### src/rtl/rcache_pkg.sv
package rcache_pkg;

  typedef enum logic [2:0] {
    ST_IDLE,
    ST_LOOK,
    ST_EVICT,
    ST_FILL,
    ST_THRU,
    ST_REPLY
  } ctl_state_t;

  // the other way of a two-way set
  function automatic logic other_way(input logic w);
    return ~w;
  endfunction

endpackage

### src/rtl/rcache_tagcmp.sv
module rcache_tagcmp #(
  parameter int TAG_W = 6
) (
  input  logic [1:0]         way_vld,
  input  logic [2*TAG_W-1:0] way_tags,
  input  logic [TAG_W-1:0]   req_tag,
  output logic               hit,
  output logic               hit_way,
  output logic               both_match
);
  logic [1:0] match;

  for (genvar w = 0; w < 2; w++) begin : g_way
    assign match[w] = way_vld[w] && (way_tags[w*TAG_W +: TAG_W] == req_tag);
  end

  assign hit        = |match;
  assign hit_way    = match[1];
  assign both_match = &match;
endmodule

### src/rtl/rcache_lru.sv
module rcache_lru #(
  parameter int SETS  = 4,
  parameter int SET_W = 2
) (
  input  logic             clk,
  input  logic             rst_n,
  input  logic             touch,
  input  logic [SET_W-1:0] touch_set,
  input  logic             touch_way,
  input  logic [SET_W-1:0] look_set,
  output logic             victim
);
  import rcache_pkg::*;

  // per set: the way that was referenced least recently
  logic [SETS-1:0] lru_q;

  always_ff @(posedge clk) begin
    if (!rst_n) lru_q <= '0;
    else if (touch) lru_q[touch_set] <= other_way(touch_way);
  end

  assign victim = lru_q[look_set];

  assert_lru_track_R7: assert property (@(posedge clk) disable iff (!rst_n)
    touch |=> lru_q[$past(touch_set)] != $past(touch_way));
endmodule

### src/rtl/rcache_stats.sv
module rcache_stats #(
  parameter int CNT_W = 16
) (
  input  logic             clk,
  input  logic             rst_n,
  input  logic             hit_ev,
  input  logic             miss_ev,
  output logic [CNT_W-1:0] hits,
  output logic [CNT_W-1:0] misses
);
  localparam logic [CNT_W-1:0] TOP = '1;

  always_ff @(posedge clk) begin
    if (!rst_n) begin
      hits   <= '0;
      misses <= '0;
    end else begin
      if (hit_ev && hits != TOP)     hits   <= hits + 1'b1;
      if (miss_ev && misses != TOP)  misses <= misses + 1'b1;
    end
  end

  assert_excl_events_R11: assert property (@(posedge clk) disable iff (!rst_n)
    !(hit_ev && miss_ev));
endmodule

### src/rtl/rcache_ctrl.sv
module rcache_ctrl #(
  parameter int ADDR_W     = 10,
  parameter int DATA_W     = 16,
  parameter int LINE_WORDS = 4,
  parameter int SETS       = 4,
  parameter int CNT_W      = 16,
  parameter bit WRITE_BACK = 1'b1
) (
  input  logic              clk,
  input  logic              rst_n,
  input  logic              cpu_req,
  input  logic              cpu_we,
  input  logic [ADDR_W-1:0] cpu_addr,
  input  logic [DATA_W-1:0] cpu_wdata,
  output logic              cpu_ready,
  output logic              cpu_done,
  output logic [DATA_W-1:0] cpu_rdata,
  output logic              mem_valid,
  output logic              mem_we,
  output logic [ADDR_W-1:0] mem_addr,
  output logic [DATA_W-1:0] mem_wdata,
  input  logic              mem_ready,
  input  logic [DATA_W-1:0] mem_rdata,
  output logic [CNT_W-1:0]  hit_count,
  output logic [CNT_W-1:0]  miss_count
);
  import rcache_pkg::*;

  localparam int OFF_W   = $clog2(LINE_WORDS);
  localparam int SET_W   = $clog2(SETS);
  localparam int TAG_W   = ADDR_W - SET_W - OFF_W;
  localparam int LINE_W  = SET_W + 1;
  localparam int WORD_W  = LINE_W + OFF_W;
  localparam int ENTRIES = 1 << LINE_W;
  localparam int WORDS   = 1 << WORD_W;
  localparam logic [OFF_W-1:0] LAST_BEAT = OFF_W'(LINE_WORDS - 1);

  // address field helpers
  function automatic logic [TAG_W-1:0] f_tag(input logic [ADDR_W-1:0] a);
    return a[ADDR_W-1 -: TAG_W];
  endfunction
  function automatic logic [SET_W-1:0] f_set(input logic [ADDR_W-1:0] a);
    return a[OFF_W +: SET_W];
  endfunction
  function automatic logic [OFF_W-1:0] f_off(input logic [ADDR_W-1:0] a);
    return a[OFF_W-1:0];
  endfunction
  function automatic logic [LINE_W-1:0] f_line(input logic w, input logic [SET_W-1:0] s);
    return {w, s};
  endfunction
  function automatic logic [WORD_W-1:0] f_word(input logic w, input logic [SET_W-1:0] s,
                                                input logic [OFF_W-1:0] o);
    return {w, s, o};
  endfunction

  // state
  ctl_state_t        state;
  logic              rq_we;
  logic [ADDR_W-1:0] rq_addr;
  logic [DATA_W-1:0] rq_wdata;
  logic              vic_way;
  logic [OFF_W-1:0]  beat;
  logic              done_q;
  logic [DATA_W-1:0] rdata_q;

  logic [TAG_W-1:0]  tag_q  [ENTRIES];
  logic [ENTRIES-1:0] vld_q;
  logic [ENTRIES-1:0] dty_q;
  logic [DATA_W-1:0] data_q [WORDS];

  // request fields
  logic [TAG_W-1:0] rq_tag;
  logic [SET_W-1:0] rq_set;
  logic [OFF_W-1:0] rq_off;
  assign rq_tag = f_tag(rq_addr);
  assign rq_set = f_set(rq_addr);
  assign rq_off = f_off(rq_addr);

  // lookup
  logic hit, hit_way, both_match, victim;
  logic [2*TAG_W-1:0] way_tags;
  logic [1:0]         way_vld;
  assign way_tags = {tag_q[f_line(1'b1, rq_set)], tag_q[f_line(1'b0, rq_set)]};
  assign way_vld  = {vld_q[f_line(1'b1, rq_set)], vld_q[f_line(1'b0, rq_set)]};

  rcache_tagcmp #(.TAG_W(TAG_W)) u_tagcmp (
    .way_vld    (way_vld),
    .way_tags   (way_tags),
    .req_tag    (rq_tag),
    .hit        (hit),
    .hit_way    (hit_way),
    .both_match (both_match)
  );

  // named internal events
  logic lookup, ev_rd_hit, ev_wr_hit, ev_rd_miss, ev_wr_miss;
  logic xfer, beat_last, ev_wb_last, ev_fill_last, vic_dirty;
  logic touch, touch_way;

  assign lookup       = (state == ST_LOOK);
  assign ev_rd_hit    = lookup &&  hit && !rq_we;
  assign ev_wr_hit    = lookup &&  hit &&  rq_we;
  assign ev_rd_miss   = lookup && !hit && !rq_we;
  assign ev_wr_miss   = lookup && !hit &&  rq_we;
  assign xfer         = mem_valid && mem_ready;
  assign beat_last    = (beat == LAST_BEAT);
  assign ev_wb_last   = (state == ST_EVICT) && xfer && beat_last;
  assign ev_fill_last = (state == ST_FILL)  && xfer && beat_last;
  assign vic_dirty    = vld_q[f_line(victim, rq_set)] && dty_q[f_line(victim, rq_set)];
  assign touch        = ev_rd_hit || ev_wr_hit || ev_fill_last;
  assign touch_way    = lookup ? hit_way : vic_way;

  rcache_lru #(.SETS(SETS), .SET_W(SET_W)) u_lru (
    .clk       (clk),
    .rst_n     (rst_n),
    .touch     (touch),
    .touch_set (rq_set),
    .touch_way (touch_way),
    .look_set  (rq_set),
    .victim    (victim)
  );

  rcache_stats #(.CNT_W(CNT_W)) u_stats (
    .clk     (clk),
    .rst_n   (rst_n),
    .hit_ev  (lookup && hit),
    .miss_ev (lookup && !hit),
    .hits    (hit_count),
    .misses  (miss_count)
  );

  // memory port
  always_comb begin
    mem_valid = 1'b0;
    mem_we    = 1'b0;
    mem_addr  = '0;
    mem_wdata = '0;
    unique case (state)
      ST_EVICT: begin
        mem_valid = 1'b1;
        mem_we    = 1'b1;
        mem_addr  = {tag_q[f_line(vic_way, rq_set)], rq_set, beat};
        mem_wdata = data_q[f_word(vic_way, rq_set, beat)];
      end
      ST_FILL: begin
        mem_valid = 1'b1;
        mem_addr  = {rq_tag, rq_set, beat};
      end
      ST_THRU: begin
        mem_valid = 1'b1;
        mem_we    = 1'b1;
        mem_addr  = rq_addr;
        mem_wdata = rq_wdata;
      end
      default: ;
    endcase
  end

  // control and line state
  always_ff @(posedge clk) begin
    if (!rst_n) begin
      state    <= ST_IDLE;
      rq_we    <= 1'b0;
      rq_addr  <= '0;
      rq_wdata <= '0;
      vic_way  <= 1'b0;
      beat     <= '0;
      done_q   <= 1'b0;
      rdata_q  <= '0;
      vld_q    <= '0;
      dty_q    <= '0;
      for (int i = 0; i < ENTRIES; i++) tag_q[i] <= '0;
    end else begin
      done_q <= 1'b0;
      unique case (state)
        ST_IDLE: if (cpu_req) begin
          rq_we    <= cpu_we;
          rq_addr  <= cpu_addr;
          rq_wdata <= cpu_wdata;
          state    <= ST_LOOK;
        end
        ST_LOOK: begin
          if (ev_rd_hit) begin
            rdata_q <= data_q[f_word(hit_way, rq_set, rq_off)];
            done_q  <= 1'b1;
            state   <= ST_IDLE;
          end else if (ev_wr_hit) begin
            if (WRITE_BACK) begin
              dty_q[f_line(hit_way, rq_set)] <= 1'b1;
              done_q <= 1'b1;
              state  <= ST_IDLE;
            end else begin
              state <= ST_THRU;
            end
          end else if (ev_wr_miss) begin
            state <= ST_THRU;
          end else begin
            vic_way <= victim;
            beat    <= '0;
            if (vic_dirty) begin
              state <= ST_EVICT;
            end else begin
              vld_q[f_line(victim, rq_set)] <= 1'b0;
              state <= ST_FILL;
            end
          end
        end
        ST_EVICT: if (xfer) begin
          beat <= beat + 1'b1;
          if (beat_last) begin
            dty_q[f_line(vic_way, rq_set)] <= 1'b0;
            vld_q[f_line(vic_way, rq_set)] <= 1'b0;
            state <= ST_FILL;
          end
        end
        ST_FILL: if (xfer) begin
          beat <= beat + 1'b1;
          if (beat_last) begin
            tag_q[f_line(vic_way, rq_set)] <= rq_tag;
            vld_q[f_line(vic_way, rq_set)] <= 1'b1;
            dty_q[f_line(vic_way, rq_set)] <= 1'b0;
            state <= ST_REPLY;
          end
        end
        ST_REPLY: begin
          rdata_q <= data_q[f_word(vic_way, rq_set, rq_off)];
          done_q  <= 1'b1;
          state   <= ST_IDLE;
        end
        ST_THRU: if (xfer) begin
          done_q <= 1'b1;
          state  <= ST_IDLE;
        end
        default: state <= ST_IDLE;
      endcase
    end
  end

  // word storage, no reset
  always_ff @(posedge clk) begin
    if (ev_wr_hit)
      data_q[f_word(hit_way, rq_set, rq_off)] <= rq_wdata;
    if (state == ST_FILL && xfer)
      data_q[f_word(vic_way, rq_set, beat)] <= mem_rdata;
  end

  assign cpu_ready = (state == ST_IDLE);
  assign cpu_done  = done_q;
  assign cpu_rdata = rdata_q;

  // checks beside the logic
  assert_rdhit_quiet_R1: assert property (@(posedge clk) disable iff (!rst_n)
    ev_rd_hit |=> !mem_valid && cpu_done);

  assert_fill_then_reply_R2: assert property (@(posedge clk) disable iff (!rst_n)
    state == ST_REPLY |-> $past(state) == ST_FILL);

  assert_wrmiss_noalloc_R3: assert property (@(posedge clk) disable iff (!rst_n)
    ev_wr_miss |=> state == ST_THRU && $stable(vld_q));

  assert_thru_on_hit_R4: assert property (@(posedge clk) disable iff (!rst_n)
    (ev_wr_hit && !WRITE_BACK) |=> state == ST_THRU);

  assert_wb_local_R5: assert property (@(posedge clk) disable iff (!rst_n)
    (ev_wr_hit && WRITE_BACK) |=> !mem_valid && cpu_done && $stable(vld_q));

  assert_evict_before_fill_R6: assert property (@(posedge clk) disable iff (!rst_n)
    (state == ST_FILL && $past(state) == ST_EVICT) |-> $past(ev_wb_last));

  assert_one_match_R8: assert property (@(posedge clk) disable iff (!rst_n)
    !both_match);

  assert_mem_hold_R9: assert property (@(posedge clk) disable iff (!rst_n)
    (mem_valid && !mem_ready) |=> mem_valid && $stable(mem_addr) && $stable(mem_we)
                                  && $stable(mem_wdata));

  assert_busy_R10: assert property (@(posedge clk) disable iff (!rst_n)
    mem_valid |-> !cpu_ready);

  assert_done_pulse_R10: assert property (@(posedge clk) disable iff (!rst_n)
    cpu_done |=> !cpu_done);
endmodule

### config.mk
export PLATFORM = sky130hd
export DESIGN_NAME = rcache_ctrl
export DESIGN_NICKNAME = d
export VERILOG_FILES = /design/src/rtl/rcache_pkg.sv /design/src/rtl/rcache_tagcmp.sv /design/src/rtl/rcache_lru.sv /design/src/rtl/rcache_stats.sv /design/src/rtl/rcache_ctrl.sv
export SDC_FILE = /design/constraint.sdc
export NUM_CORES = 1
export LEC_CHECK = 0
export BUFFER_PORTS_ARGS = -buffer_cell sky130_fd_sc_hd__buf_2
export CAP_MARGIN = 30
export CORE_UTILIZATION = 40
export DETAILED_ROUTE_END_ITERATION = 6
export PLACE_DENSITY = 0.63
export SLEW_MARGIN = 25
export SYNTH_ARGS = -nofsm -noshare
export SYNTH_HDL_FRONTEND = slang
export SYNTH_HIERARCHICAL = 1
export SYNTH_SLANG_ARGS = --single-unit
### constraint.sdc
create_clock -name clk -period 5.12 [get_ports clk]
set_input_delay 1.024 -clock clk [delete_from_list [all_inputs] [get_ports clk]]
set_output_delay 1.024 -clock clk [all_outputs]
set_load 0.05 [all_outputs]
==> results of run 1 <==
state kept, by name (all words and copies together) (netlist names), 3 cells and up, named ones only:
| signal | count |
|---|---|
| cpu_rdata | 16 |
| u_lru/lru_q | 4 |
| u_stats/misses | 16 |
| rq_addr | 10 |
| tag_q | 48 |
| state | 3 |
| dty_q | 8 |
| data_q | 512 |
| u_stats/hits | 16 |
| vld_q | 8 |
| rq_wdata | 16 |
worst register-to-register path, cell delays in order (launching register included):
cell	delay [ns]
dfxtp_1	0.31
buf_4	0.25
mux4_2	0.55
xnor2_1	0.14
nand4_1	0.14
nor4_2	0.06
or2_1	0.37
nor3_1	0.64
and3_1	0.28
nand4_1	0.39
or4_1	0.60
a21oi_1	0.17
routing by layer:
layer  vias to the layer above  GRT usage, %  routed length [um]
li1                       8502             -                   -
met1                     10706         32.98               37950
met2                      1188         37.42               44260
met3                       195         6.244               10170
met4                         4         8.524                3334
met5                         -             0                  33
through the flow:
| stage | util (%) | std cells | total power (W) | setup slack [ns] |
|---|---|---|---|---|
| after floorplan | - | 1980 | 0.008266 | 1.370 |
| after global placement | 43.47 | 3110 | 0.009166 | 1.018 |
| after detailed placement | 43.63 | 3118 | 0.009239 | 0.9951 |
| after CTS | 46.75 | 3248 | 0.01453 | 0.3264 |
| after global routing | 46.81 | 3250 | 0.01491 | 0.1991 |
| final | 46.81 | 3250 | 0.01448 | 0.3212 |
layout make-up:
cell class | instances | area, um2
flip-flops and latches | 664 | 18920
fillers | 6590 | 41340
well taps | 1040 | 1301
clock buffers | 87 | 1919
repair buffers | 249 | 1808
multi-input cells | 1155 | 11880
inverters | 12 | 45.04
clock inverters | 43 | 506.7
power by group through the flow:
stage | clock, W | sequential, W | combinational [W]
floorplan | 0 | 0.00637 | 0.00190
global placement | 0 | 0.00648 | 0.00269
detailed placement | 0 | 0.00648 | 0.00276
CTS | 0.00540 | 0.00636 | 0.00277
global route | 0.00561 | 0.00637 | 0.00294
finish | 0.00534 | 0.00635 | 0.00278
worst min-delay path by stage:
stage	startpoint	end	slack (ns)	cells past startpoint
after floorplan	u_lru/lru_q[0]	u_lru/lru_q[0]	0.43	2
after global placement	vld_q[0]	vld_q[0]	0.44	2
after detailed placement	vld_q[3]	vld_q[3]	0.46	2
after CTS	u_lru/lru_q[3]	u_lru/lru_q[3]	0.47	2
after global routing	u_lru/lru_q[0]	u_lru/lru_q[0]	0.49	2
final	u_lru/lru_q[3]	u_lru/lru_q[3]	0.47	2
==> impl_results.md, run 1 <==
* Final wirelength at 95740 um
* Syn Inst Count at 1980
* Die H at 282.6 um
* Post-DP HPWL at 65100 um
* Fmax at 208.4 MHz
* Core ar. at 77720 um2
* CTS tree: yes
* Final setup TNS at 0 ns
* Maximum VDD drop at 0.2947 mV
* CTS-repair resized insts at 0
* Syn nets at 2030
* Initial antenna violation count at 7
* GP Congestion at 0.9050
* Commonest non-fill, non-tap cell in the layout: edfxtp_1
* Initial DRC count at 2513
* Post-CTS setup buffer count at 0
* CTS Hold Bufs at 0
* Flop-to-flop setup slack at 1.15 ns
* Switching share of power at 28.63%
* CTS Buf Count at 70
* Input/output buffers at 124
* Final count of hold timing violations at 0
* 1st-pass router iterations at 5
* RR Endpoint: u_stats/misses[9]
* Ant diodes at 0
* Power density over the cells at 398.0 nW/um2
* Via count at 20595
* Clock Latency Late Sink at 0.62 ns
* Gate power share at 19.2%
* Buffer depth of the longest clock path at 3
* GRT Total Usage at 24.17%
* # IOs at 125
* Min cycle time layout at 4.799 ns
* Switching pwr at 0.004146 W
* Die W at 282.6 um
* Setup crit end: mem_wdata[9]
* Period utilization at 93.73%
* Critical path startpoint category: register
* Layout overhead on the synthesized area at 15.49%
* Worst path bufs/invs at 2
* Slew Limit Fails at 0
* Root Driver: clkbuf_16
* CP arrival at 3.77 ns
* Flop pwr share at 43.9%
* Worst Clk Skew at 0.02791 ns
* Max stage delay on crit path at 0.82 ns
* Share of cells above drive strength 1 at 32.35%
* Vias per inst at 6.337
* Max FO, Critical Path at 30
* Crit. Startpoint: beat[0]
* Hold slack at 0.4683 ns
* Wire length per cell at 29.46 um
* Leak at 12.01 nW
* Worst slew pin tran at 1.056 ns
* Area after DPL at 33910 um2
* Warnings from Yosys at 6
* Initial Util at 40.53%
* Clk sinks at 664
* Vias in the first global route at 20272
* First-pass GRT wire length at 139000 um
* Hold Path Class: register to register
* Synth Cell Area at 31500 um2
* H-tree depth at 3
* RSZ-0062 raised after global routing: false
* Final #Nets at 2202
* R2R cell count at 11
* Worst path depth at 6
* Die ar. at 79880 um2
* Status: finished, final reports clean
* Int Power at 0.01033 W
* Req. time, crit path at 4.10 ns
* Clock slew seen by the registers of the worst setup and hold paths at 0.06 ns
* CP max-delay cell: dfxtp_4
* Post-Layout Inst Area at 36380 um2
* # DRC at 0
* Crit end category: output pin
* Largest net degree at the start of global routing at 58
* Crit path kind: register to output pin
* Endpoints failing setup at 0
* CP top delay family: flip-flops
* Rows at 102
* Clk network pwr share at 36.9%
* Total of max-cap violations at 0
* Final ANT Viol Nets at 0
* Mean post-synth cell area at 15.91 um2
* Relative slew margins at 29.47%
* Ordered list of cells on the worst path: buf_12, mux4_2, a22oi_1, nand4_1, a22o_1, buf_2
* Most frequent cells in the layout: 560 x edfxtp_1, 262 x mux4_2, 200 x nand2_1
* GR Overflow Total at 0
(Power assumes the default switching activity.)
==> run 2: changes to the inputs <==
Settings changed: MAX_ROUTING_LAYER set to met4.
==> impl_results.md, run 2 (synthesis gave the netlist of run 1 again) <==
* Req. time, crit path at 4.10 ns (about the same)
* Register area at 18920 um2 (unchanged)
* Power density over the cells at 398.2 nW/um2 (about the same)
* Input/output buffers at 124 (unchanged)
* Top reg by flops: data_q
* Buffer depth of the longest clock path at 3 (unchanged)
* GR Overflow Total at 0 (unchanged)
* Max FO, Critical Path at 30 (unchanged)
* GRT Total Usage at 24.91% (+0.74 points)
* Crit end category: output pin
* Area after DPL at 33910 um2 (unchanged)
* CP max-delay cell: dfxtp_4
* Final ANT Viol Nets at 0 (unchanged)
* CTS tree: yes
* Post-DP HPWL at 65100 um (unchanged)
* Most frequent cells in the layout: 560 x edfxtp_1, 262 x mux4_2, 200 x nand2_1
* # DRC at 0 (unchanged)
* CTS Buf Count at 70 (unchanged)
* Worst path bufs/invs at 2 (unchanged)
* Worst Clk Skew at 0.02761 ns (-0.0003023 ns)
* Final setup TNS at 0 ns (unchanged)
* Total power at 0.01449 W (about the same)
* Via count at 20591 (-0.019%)
* Post-Layout Inst Area at 36380 um2 (about the same)
* Total of max-cap violations at 0 (unchanged)
* H-tree depth at 3 (unchanged)
* CTS-repair resized insts at 0 (unchanged)
* Status: finished, final reports clean
* Switching share of power at 28.68% (+0.044 points)
* Flop pwr share at 43.9% (about the same)
* GP Congestion at 0.9205 (+1.7%)
* CP top delay family: flip-flops
* RSZ-0062 raised after global routing: false
* Ordered list of cells on the worst path: buf_12, mux4_2, a22oi_1, nand4_1, a22o_1, buf_2
* Initial antenna violation count at 6 (-1)
* Maximum VDD drop at 0.2963 mV (+0.53%)
* Core ar. at 77720 um2 (unchanged)
* Vias per inst at 6.334 (about the same)
* Worst slack at placement at 0.9951 ns (unchanged)
* Int Power at 0.01033 W (about the same)
* Min cycle time layout at 4.807 ns (+0.008528 ns)
* Wire length per cell at 29.45 um (about the same)
* Max FFs per register at 512 (unchanged)
* Die ar. at 79880 um2 (unchanged)
* Initial DRC count at 2598 (+3.4%)
* CP arrival at 3.78 ns (about the same)
* 1st-pass router iterations at 6 (+1)
* Layout overhead on the synthesized area at 15.50% (about the same)
* CTS Hold Bufs at 0 (unchanged)
* Period utilization at 93.89% (+0.17 points)
* Hold Path Class: register to register
* Gate power share at 19.2% (about the same)
* Hold slack at 0.4658 ns (-0.002536 ns)
* Final count of hold timing violations at 0 (unchanged)
* Setup slack after layout at 0.3127 ns (-0.008528 ns)
* Fmax at 208.0 MHz (-0.18%)
* Switching pwr at 0.004155 W (+0.22%)
* Share of cells above drive strength 1 at 32.35% (unchanged)
* Rows at 102 (unchanged)
* Die H at 282.6 um (unchanged)
* Commonest non-fill, non-tap cell in the layout: edfxtp_1
* Multi-input gate area at 11880 um2 (unchanged)
* Biggest registers after layout: data_q: 512 flops, tag_q: 48 flops
* Post-CTS setup buffer count at 0 (unchanged)
* Clk sinks at 664 (unchanged)
* Relative slew margins at 25.99% (-3.5 points)
* Final #Nets at 2202 (unchanged)
* Crit path kind: register to output pin
* Root Driver: clkbuf_16
* Final wirelength at 95730 um (about the same)
* Endpoints failing setup at 0 (unchanged)
* Number of fill cells in the layout at 6591 (+0.015%)
* Clk network pwr share at 36.9% (about the same)
* Critical path startpoint category: register
* Max stage delay on crit path at 0.82 ns (about the same)
* First-pass GRT wire length at 139000 um (about the same)
* Clock slew seen by the registers of the worst setup and hold paths at 0.06 ns (about the same)
* Largest net degree at the start of global routing at 58 (unchanged)
* Clock Latency Late Sink at 0.62 ns (about the same)
* Initial Util at 40.53% (unchanged)
* Worst slew pin tran at 1.108 ns (+0.05210 ns)
* # IOs at 125 (unchanged)
* Leak at 12.01 nW (unchanged)
* Die W at 282.6 um (unchanged)
* Vias in the first global route at 20258 (-0.069%)
* Slew Limit Fails at 0 (unchanged)
run 2: cell count changes in the layout (fill, tap and decap cells not counted):
cell     previous run  this run
diode_2             0         1
run 2: area by class of cell:
cell class	count	share of cell area (%)
diodes	1	0.006878
clock buffers	87	5.275
clock inverters	43	1.393
inverters	12	0.1238
multi-input cells	1155	32.66
flip-flops and latches	664	52.00
well taps	1040	3.577
repair buffers	249	4.969
run 2: final timing paths:
check	from	to	slack, ns	cells past startpoint
setup / recovery	beat[0]	mem_wdata[9]	0.31	6
hold / removal	u_lru/lru_q[0]	u_lru/lru_q[0]	0.47	2
setup reg to reg	register	u_stats/misses[9]	1.14	11
hold reg to reg	u_lru/lru_q[0]	u_lru/lru_q[0]	0.47	2
run 2: layer usage:
| metal | global-route usage, % | share of wire [%] | vias up |
|---|---|---|---|
| met5 | - | 0 | - |
| met4 | 8.247 | 3.4 | 0 |
| met3 | 6.013 | 11 | 189 |
| met2 | 37.58 | 46 | 1224 |
| met1 | 33.09 | 40 | 10671 |
| li1 | - | - | 8507 |
run 2: power groups by stage:
stage	registers (W)	clock network, W	logic, W
after global routing	0.00637	0.00561	0.00294
final	0.00636	0.00535	0.00278
after global placement	0.00648	0	0.00269
after CTS	0.00636	0.00540	0.00277
after floorplan	0.00637	0	0.00190
after detailed placement	0.00648	0	0.00276
run 2: per-stage QoR:
step / cells / utilization, %
finish: 3251 / 46.81
global route: 3251 / 46.81
CTS: 3248 / 46.75
detailed placement: 3118 / 43.63
global placement: 3110 / 43.47
floorplan: 1980 / -
run 2: worst min-delay path, delay by kind of cell (launching register included):
family,cells,cell delay [ns]
and+or+nand+nor,1,0.05
DFF,1,0.31
muxes,1,0.05
